<file path="config.mk">
export PLATFORM = sky130hd
export DESIGN_NAME = rx_coalesce_ctrl
export DESIGN_NICKNAME = d
export VERILOG_FILES = /design/src/rtl/rxc_pkg.sv /design/src/rtl/rxc_cfg_reg.sv /design/src/rtl/rxc_prescaler.sv /design/src/rtl/rxc_sat_counter.sv /design/src/rtl/rx_coalesce_ctrl.sv
export SDC_FILE = /design/constraint.sdc
export NUM_CORES = 1
export LEC_CHECK = 0
export BUFFER_PORTS_ARGS = -buffer_cell sky130_fd_sc_hd__buf_2
export CORE_ASPECT_RATIO = 1.1
export CORE_UTILIZATION = 40
export CTS_BUF_LIST = sky130_fd_sc_hd__clkbuf_4
export DETAILED_ROUTE_END_ITERATION = 6
export PLACE_DENSITY = 0.59
export SETUP_SLACK_MARGIN = 0.4
export SLEW_MARGIN = 0
export SYNTH_ARGS = -nofsm -noshare
export SYNTH_HDL_FRONTEND = slang
export SYNTH_SLANG_ARGS = --single-unit
export TNS_END_PERCENT = 50
</file>
<file path="constraint.sdc">
create_clock -name clk -period 4.57 [get_ports clk]
set_input_delay 0.914 -clock clk [delete_from_list [all_inputs] [get_ports clk]]
set_output_delay 0.914 -clock clk [all_outputs]
set_load 0.01 [all_outputs]
</file>
<file path="src/rtl/rxc_pkg.sv">
package rxc_pkg;
  typedef enum logic {
    SRC_RX  = 1'b0,
    SRC_SYS = 1'b1
  } tick_src_e;

  typedef enum logic {
    MODE_PASS     = 1'b0,
    MODE_COALESCE = 1'b1
  } coal_mode_e;
endpackage

</file>
<file path="src/rtl/rxc_cfg_reg.sv">
module rxc_cfg_reg
  import rxc_pkg::*;
#(
  parameter int FCNT_W = 8,
  parameter int TCNT_W = 16
) (
  input  logic              clk,
  input  logic              rst_n,
  input  logic              we,
  input  logic              en_in,
  input  logic              sel_in,
  input  logic [FCNT_W-1:0] fthr_in,
  input  logic [TCNT_W-1:0] tthr_in,
  output tick_src_e         src,
  output coal_mode_e        mode,
  output logic [FCNT_W-1:0] fthr,
  output logic [TCNT_W-1:0] tthr
);
  logic en_q;
  logic sel_q;

  always_ff @(posedge clk or negedge rst_n) begin
    if (!rst_n) begin
      en_q  <= 1'b0;
      sel_q <= 1'b0;
      fthr  <= '0;
      tthr  <= '0;
    end else if (we) begin
      en_q  <= en_in;
      sel_q <= sel_in;
      fthr  <= fthr_in;
      tthr  <= tthr_in;
    end
  end

  // both thresholds off degrades coalescing to pass-through
  always_comb begin
    src  = sel_q ? SRC_SYS : SRC_RX;
    mode = (en_q && ((fthr != '0) || (tthr != '0))) ? MODE_COALESCE : MODE_PASS;
  end
endmodule

</file>
<file path="src/rtl/rxc_prescaler.sv">
module rxc_prescaler
  import rxc_pkg::*;
#(
  parameter int DIV = 64
) (
  input  logic      clk,
  input  logic      rst_n,
  input  tick_src_e src,
  input  logic      tick_rx,
  input  logic      tick_sys,
  input  logic      run,
  input  logic      clr,
  output logic      step,
  output logic      idle
);
  localparam int PW = (DIV > 1) ? $clog2(DIV) : 1;
  localparam logic [PW-1:0] LAST = PW'(DIV - 1);

  logic [PW-1:0] cnt_q;
  logic          adv;

  always_comb begin
    adv  = run && ((src == SRC_SYS) ? tick_sys : tick_rx);
    step = adv && (cnt_q == LAST);
    idle = (cnt_q == '0);
  end

  always_ff @(posedge clk or negedge rst_n) begin
    if (!rst_n)    cnt_q <= '0;
    else if (clr)  cnt_q <= '0;
    else if (step) cnt_q <= '0;
    else if (adv)  cnt_q <= cnt_q + 1'b1;
  end
endmodule

</file>
<file path="src/rtl/rxc_sat_counter.sv">
module rxc_sat_counter #(
  parameter int W = 8
) (
  input  logic         clk,
  input  logic         rst_n,
  input  logic         inc,
  input  logic         clr,
  output logic [W-1:0] val,
  output logic [W-1:0] peek
);
  always_comb begin
    if (val == '1) peek = val;
    else           peek = val + {{(W-1){1'b0}}, inc};
  end

  always_ff @(posedge clk or negedge rst_n) begin
    if (!rst_n)   val <= '0;
    else if (clr) val <= '0;
    else          val <= peek;
  end
endmodule

</file>
<file path="src/rtl/rx_coalesce_ctrl.sv">
module rx_coalesce_ctrl
  import rxc_pkg::*;
#(
  parameter int FCNT_W = 8,
  parameter int TCNT_W = 16,
  parameter int PRESC_DIV = 64
) (
  input  logic              clk,
  input  logic              rst_n,
  input  logic              cfg_we,
  input  logic              cfg_en,
  input  logic              cfg_clk_sel,
  input  logic [FCNT_W-1:0] cfg_frame_thr,
  input  logic [TCNT_W-1:0] cfg_time_thr,
  input  logic              rxf_mask,
  input  logic              frame_pulse,
  input  logic              tick_rx,
  input  logic              tick_sys,
  input  logic              irq_ack,
  output logic              irq
);
  tick_src_e         src;
  coal_mode_e        mode;
  logic [FCNT_W-1:0] fthr;
  logic [TCNT_W-1:0] tthr;
  logic [FCNT_W-1:0] fcnt, fcnt_peek;
  logic [TCNT_W-1:0] tcnt, tcnt_peek;
  logic              tstep, pre_idle;
  logic              pass, pending, hit_f, hit_t, fire, wipe;

  rxc_cfg_reg #(.FCNT_W(FCNT_W), .TCNT_W(TCNT_W)) u_cfg (
    .clk(clk), .rst_n(rst_n), .we(cfg_we),
    .en_in(cfg_en), .sel_in(cfg_clk_sel),
    .fthr_in(cfg_frame_thr), .tthr_in(cfg_time_thr),
    .src(src), .mode(mode), .fthr(fthr), .tthr(tthr)
  );

  always_comb begin
    pass    = (mode == MODE_PASS);
    pending = (fcnt != '0);
    hit_f   = (fthr != '0) && (fcnt_peek >= fthr);
    hit_t   = (tthr != '0) && (tcnt_peek >= tthr);
    fire    = rxf_mask && (pass ? frame_pulse : (hit_f || hit_t));
    wipe    = pass || fire;
  end

  rxc_sat_counter #(.W(FCNT_W)) u_frames (
    .clk(clk), .rst_n(rst_n), .inc(frame_pulse), .clr(wipe),
    .val(fcnt), .peek(fcnt_peek)
  );

  rxc_prescaler #(.DIV(PRESC_DIV)) u_presc (
    .clk(clk), .rst_n(rst_n), .src(src), .tick_rx(tick_rx),
    .tick_sys(tick_sys), .run(pending), .clr(wipe),
    .step(tstep), .idle(pre_idle)
  );

  rxc_sat_counter #(.W(TCNT_W)) u_timer (
    .clk(clk), .rst_n(rst_n), .inc(tstep), .clr(wipe),
    .val(tcnt), .peek(tcnt_peek)
  );

  always_ff @(posedge clk or negedge rst_n) begin
    if (!rst_n)       irq <= 1'b0;
    else if (fire)    irq <= 1'b1;
    else if (irq_ack) irq <= 1'b0;
  end


  pass_frame_raises_chk: assert property (@(posedge clk) disable iff (!rst_n)
    (pass && frame_pulse && rxf_mask) |=> irq);


  masked_no_rise_chk: assert property (@(posedge clk) disable iff (!rst_n)
    $rose(irq) |-> $past(rxf_mask));


  idle_timer_zero_chk: assert property (@(posedge clk) disable iff (!rst_n)
    (fcnt == '0) |-> ((tcnt == '0) && pre_idle));


  fire_clears_chk: assert property (@(posedge clk) disable iff (!rst_n)
    fire |=> ((fcnt == '0) && (tcnt == '0) && pre_idle));


  irq_sticky_chk: assert property (@(posedge clk) disable iff (!rst_n)
    (irq && !irq_ack) |=> irq);
endmodule

</file>
==> flow_summary_export.csv <==
group,metric,value,unit
run_status,status,"finished clean",
final_layout,regArea,1430,µm²
final_layout,drive_gt1_share,25.7,%
detailed_routing,antenna_left,0,
global_route,grt_pass1_wl,13000,µm
clock_tree,path_clk_slew,0.12,ns
detailed_routing,num_vias,2759,
final_layout,fin_nets,462,
timing,period_share,86.9,%
timing,fin_worst_skew,0.0252,ns
final_layout,n_antenna_cell,0,
global_route,grt_overflow_total,0,
yosys,synth_edf_count,0,
clock_tree,ctsLongestPathBuffers,2,
clock_tree,cts.sinks,57,
worst_hold_path,hp-class,"reg2reg",
worst_hold_path,min_path_cells,1,
placed_design,dp_hpwl,5610,µm
critical_path,crit_required,4.84,ns
critical_path,worst-r2r-setup-slack,0.60,ns
yosys,ys_top_cells_by_count,"dfrtp_1, nand2_1, ha_1",
final_layout,fillCellCount,808,
yosys,synth.area.top_cells,"dfrtp_1, ha_1, nor3b_2",
yosys,synthMuxAreaShare,1.29,%
detailed_routing,dr.pass1.iters,4,
critical_path,cp.depth,16,
yosys,synthCells,357,
critical_path,crit_chain,"ha_1, and2_1, nand4_1, nor2_1, ha_1, nand4_1, o41ai_1, o41ai_1, ha_1, nand4_1, or4_1, nor3_1, o41a_1, buf_4, buf_12, nor3_1",
yosys,yosysMostFrequentCell,"dfrtp_1",
floorplan,core_area,8450,µm²
yosys,syn-cell-area,3500,µm²
timing,finalCriticalPeriod,3.97,ns
critical_path,end_kind,"flip-flop",
yosys,synth-xor-area-share,4.01,%
critical_path,crit_path_top_delay_cell,"or4_1",
yosys,synth_fa_ha_area_share,10.4,%
clock_tree,cts_tree,"done",
timing,rsz0062_at_grt,"no",
final_layout,multiInputGateArea,1970,µm²
floorplan,fp-row-count,35,
critical_path,cp_top_family,"simple AND/OR/NAND/NOR gates",
floorplan,io_pins,35,
critical_path,worstReg2RegStart,"u_presc.cnt_q[0]",
critical_path,cp.arrival,4.25,ns
floorplan,die_y,100,µm
yosys,synth_nets,420,
critical_path,rr_endpoint,"u_presc.cnt_q[5]",
detailed_routing,route.detailed.drc,0,
worst_hold_path,min_from,"u_cfg.en_q",
detailed_routing,routed_wl,7770,µm
timing,relSlewSlack,44.0,%
floorplan,die_w,91.2,µm
clock_tree,cts_inserted_buffers,9,
timing,drv_slew,0,
detailed_routing,post_drt_wl_per_cell,15.1,µm
critical_path,worst_path_largest_cell_delay,0.53,ns
detailed_routing,viasPerCell,5.36,
power,max-vdd-ir-drop,0.167,mV
yosys,synth-main-ff-cell,"dfrtp_1",
floorplan,initial_core_util,41.4,%
timing,finalHoldViolations,0,
global_route,grt_use_total,18.6,%
placed_design,portBuffers,34,
yosys,yosysWarnings,0,
clock_tree,htree_levels,3,
final_layout,area_growth,16.3,%
timing,fin_tns_setup,0,ns
placed_design,numPlacedInstances,495,
floorplan,dieArea,9120,µm²
critical_path,startpoint_type,"flip-flop",
yosys,ys_seq_area_share,40.8,%
global_route,antenna_found_initial,0,
global_route,grt_max_degree,49,
clock_tree,ctsHoldBuffers,0,
power,power.density,281,nW/µm²
yosys,ys_ff_latch,57,
critical_path,reg2reg_depth,16,
yosys,synth_top_family_by_area,"simple AND/OR/NAND/NOR gates",
timing,tightest_slew,0.840,ns
clock_tree,cts_root_buf,"clkbuf_4",
yosys,syn_area_per_cell,9.80,µm²
placed_design,routabilityCongestion,0.802,
timing,fmax,252,MHz
critical_path,crit_buf_inv,2,
critical_path,critPathKind,"reg2reg",
yosys,synthSimpleGateAreaFrac,25.9,%
global_route,grt_pass1_vias,2756,
timing,setup_viol,0,
yosys,synth.distinct_cells,47,
clock_tree,clkLatencyLatePin,0.43,ns
yosys,synthArstFlopShare,100,%
worst_hold_path,min_to,"u_cfg.en_q",
yosys,synth_compound_area_share,13.1,%
critical_path,cp_max_fo,15,
run,drv_cap,0,
yosys,yosys.area.top_type,"dfrtp_1",
final_layout,final_cells,515,
yosys,synth_top_area_share,40.8,%
power,p_leak,0.00193,µW
detailed_routing,drtIter0Drc,84,
-- layout make-up --
type / instances / area share, %
flip-flops and latches: 57 / 35.1
inverters: 27 / 2.49
multi-input cells: 261 / 48.4
repair buffers: 43 / 6.67
well taps: 111 / 3.41
clock inverters: 5 / 1.97
clock buffers: 11 / 2.03
-- logic make-up after synthesis --
logic type               after synthesis
adder cells (fa/ha/maj)               29
AO/OA/AOI/OAI                         67
buffers and inverters                 39
multiplexers                           4
XOR/XNOR                              16
flip-flops                            57
AND/OR/NAND/NOR                      145
-- flip-flops by register name, indices dropped and copies added, names as in the netlist --
signal / count
u_cfg.fthr: 8
u_frames.val: 8
u_timer.val: 16
irq: 1
u_presc.cnt_q: 6
u_cfg.en_q: 1
u_cfg.sel_q: 1
u_cfg.tthr: 16
-- power breakdown --
group / internal (µW) / switching [µW] / total [µW]
Clock: 233 / 204 / 437
Combinational: 65.2 / 92.1 / 157
Sequential: 531 / 19.7 / 551
-- how the worst max path moves through the flow --
| stage | from | slack [ns] | endpoint |
|---|---|---|---|
| finish | u_presc.cnt_q[0] | 0.60 | u_presc.cnt_q[5] |
| global route | u_presc.cnt_q[0] | 0.41 | u_presc.cnt_q[5] |
| CTS | u_frames.val[1] | 0.46 | u_presc.cnt_q[5] |
| detailed placement | tick_sys | 0.09 | u_presc.cnt_q[2] |
| global placement | tick_sys | 0.15 | u_presc.cnt_q[2] |
| floorplan | tick_sys | 0.51 | u_frames.val[1] |
-- per-layer routing --
layer | GRT usage, % | vias to the layer above | routed length (µm)
met3 | 5.23 | 7 | 289
met4 | 5.98 | 0 | 73
li1 | - | 1375 | -
met5 | 0 | - | 0
met1 | 21.6 | 1321 | 3400
met2 | 33.0 | 56 | 4010
-- through the flow --
step	hold slack, ns	worst slack (ns)	cell area [µm²]	util (%)	power (µW)
2_1_floorplan	0.481	0.508	3500	-	655
3_3_place_gp	0.512	0.150	3810	45.1	712
3_5_place_dp	0.514	0.0865	3810	45.1	717
4_1_cts	0.537	0.458	3990	47.2	1160
5_1_grt	0.567	0.414	4070	48.1	1210
6_report	0.538	0.599	4070	48.1	1150
-- cells in the final DEF (no fill, tap or decap), types with 2 or more instances in the layout --
cell and count:
clkinvlp_4 2, and2_1 2, nand4_1 8, xor2_1 11, nand3_1 14, dfrtp_1 57, and3_1 7, nor2_1 14
a21o_1 2, nor4_2 6, nor3_1 7, xnor2_1 5, o41a_1 2, buf_4 6, nand2_1 44, a21oi_1 11
o21a_1 4, o211ai_1 2, nor4_1 7, buf_2 34, nand3b_1 2, nor3b_2 18, inv_1 27, bufinv_16 2
clkbuf_4 11, o31a_1 3, mux2_2 4, o21ai_0 27, nand2b_1 3, ha_1 28, o41ai_1 2, nor3_2 3
a211oi_2 5
-- repair_timing --
item	in CTS	in global routing
pin swaps	0	1
endpoints found under the setup margin	30	30
resized for setup	2	6
buffers inserted	0	2
gates cloned	0	2
hold endpoints to repair	0	0
(Power assumes the default switching activity.)
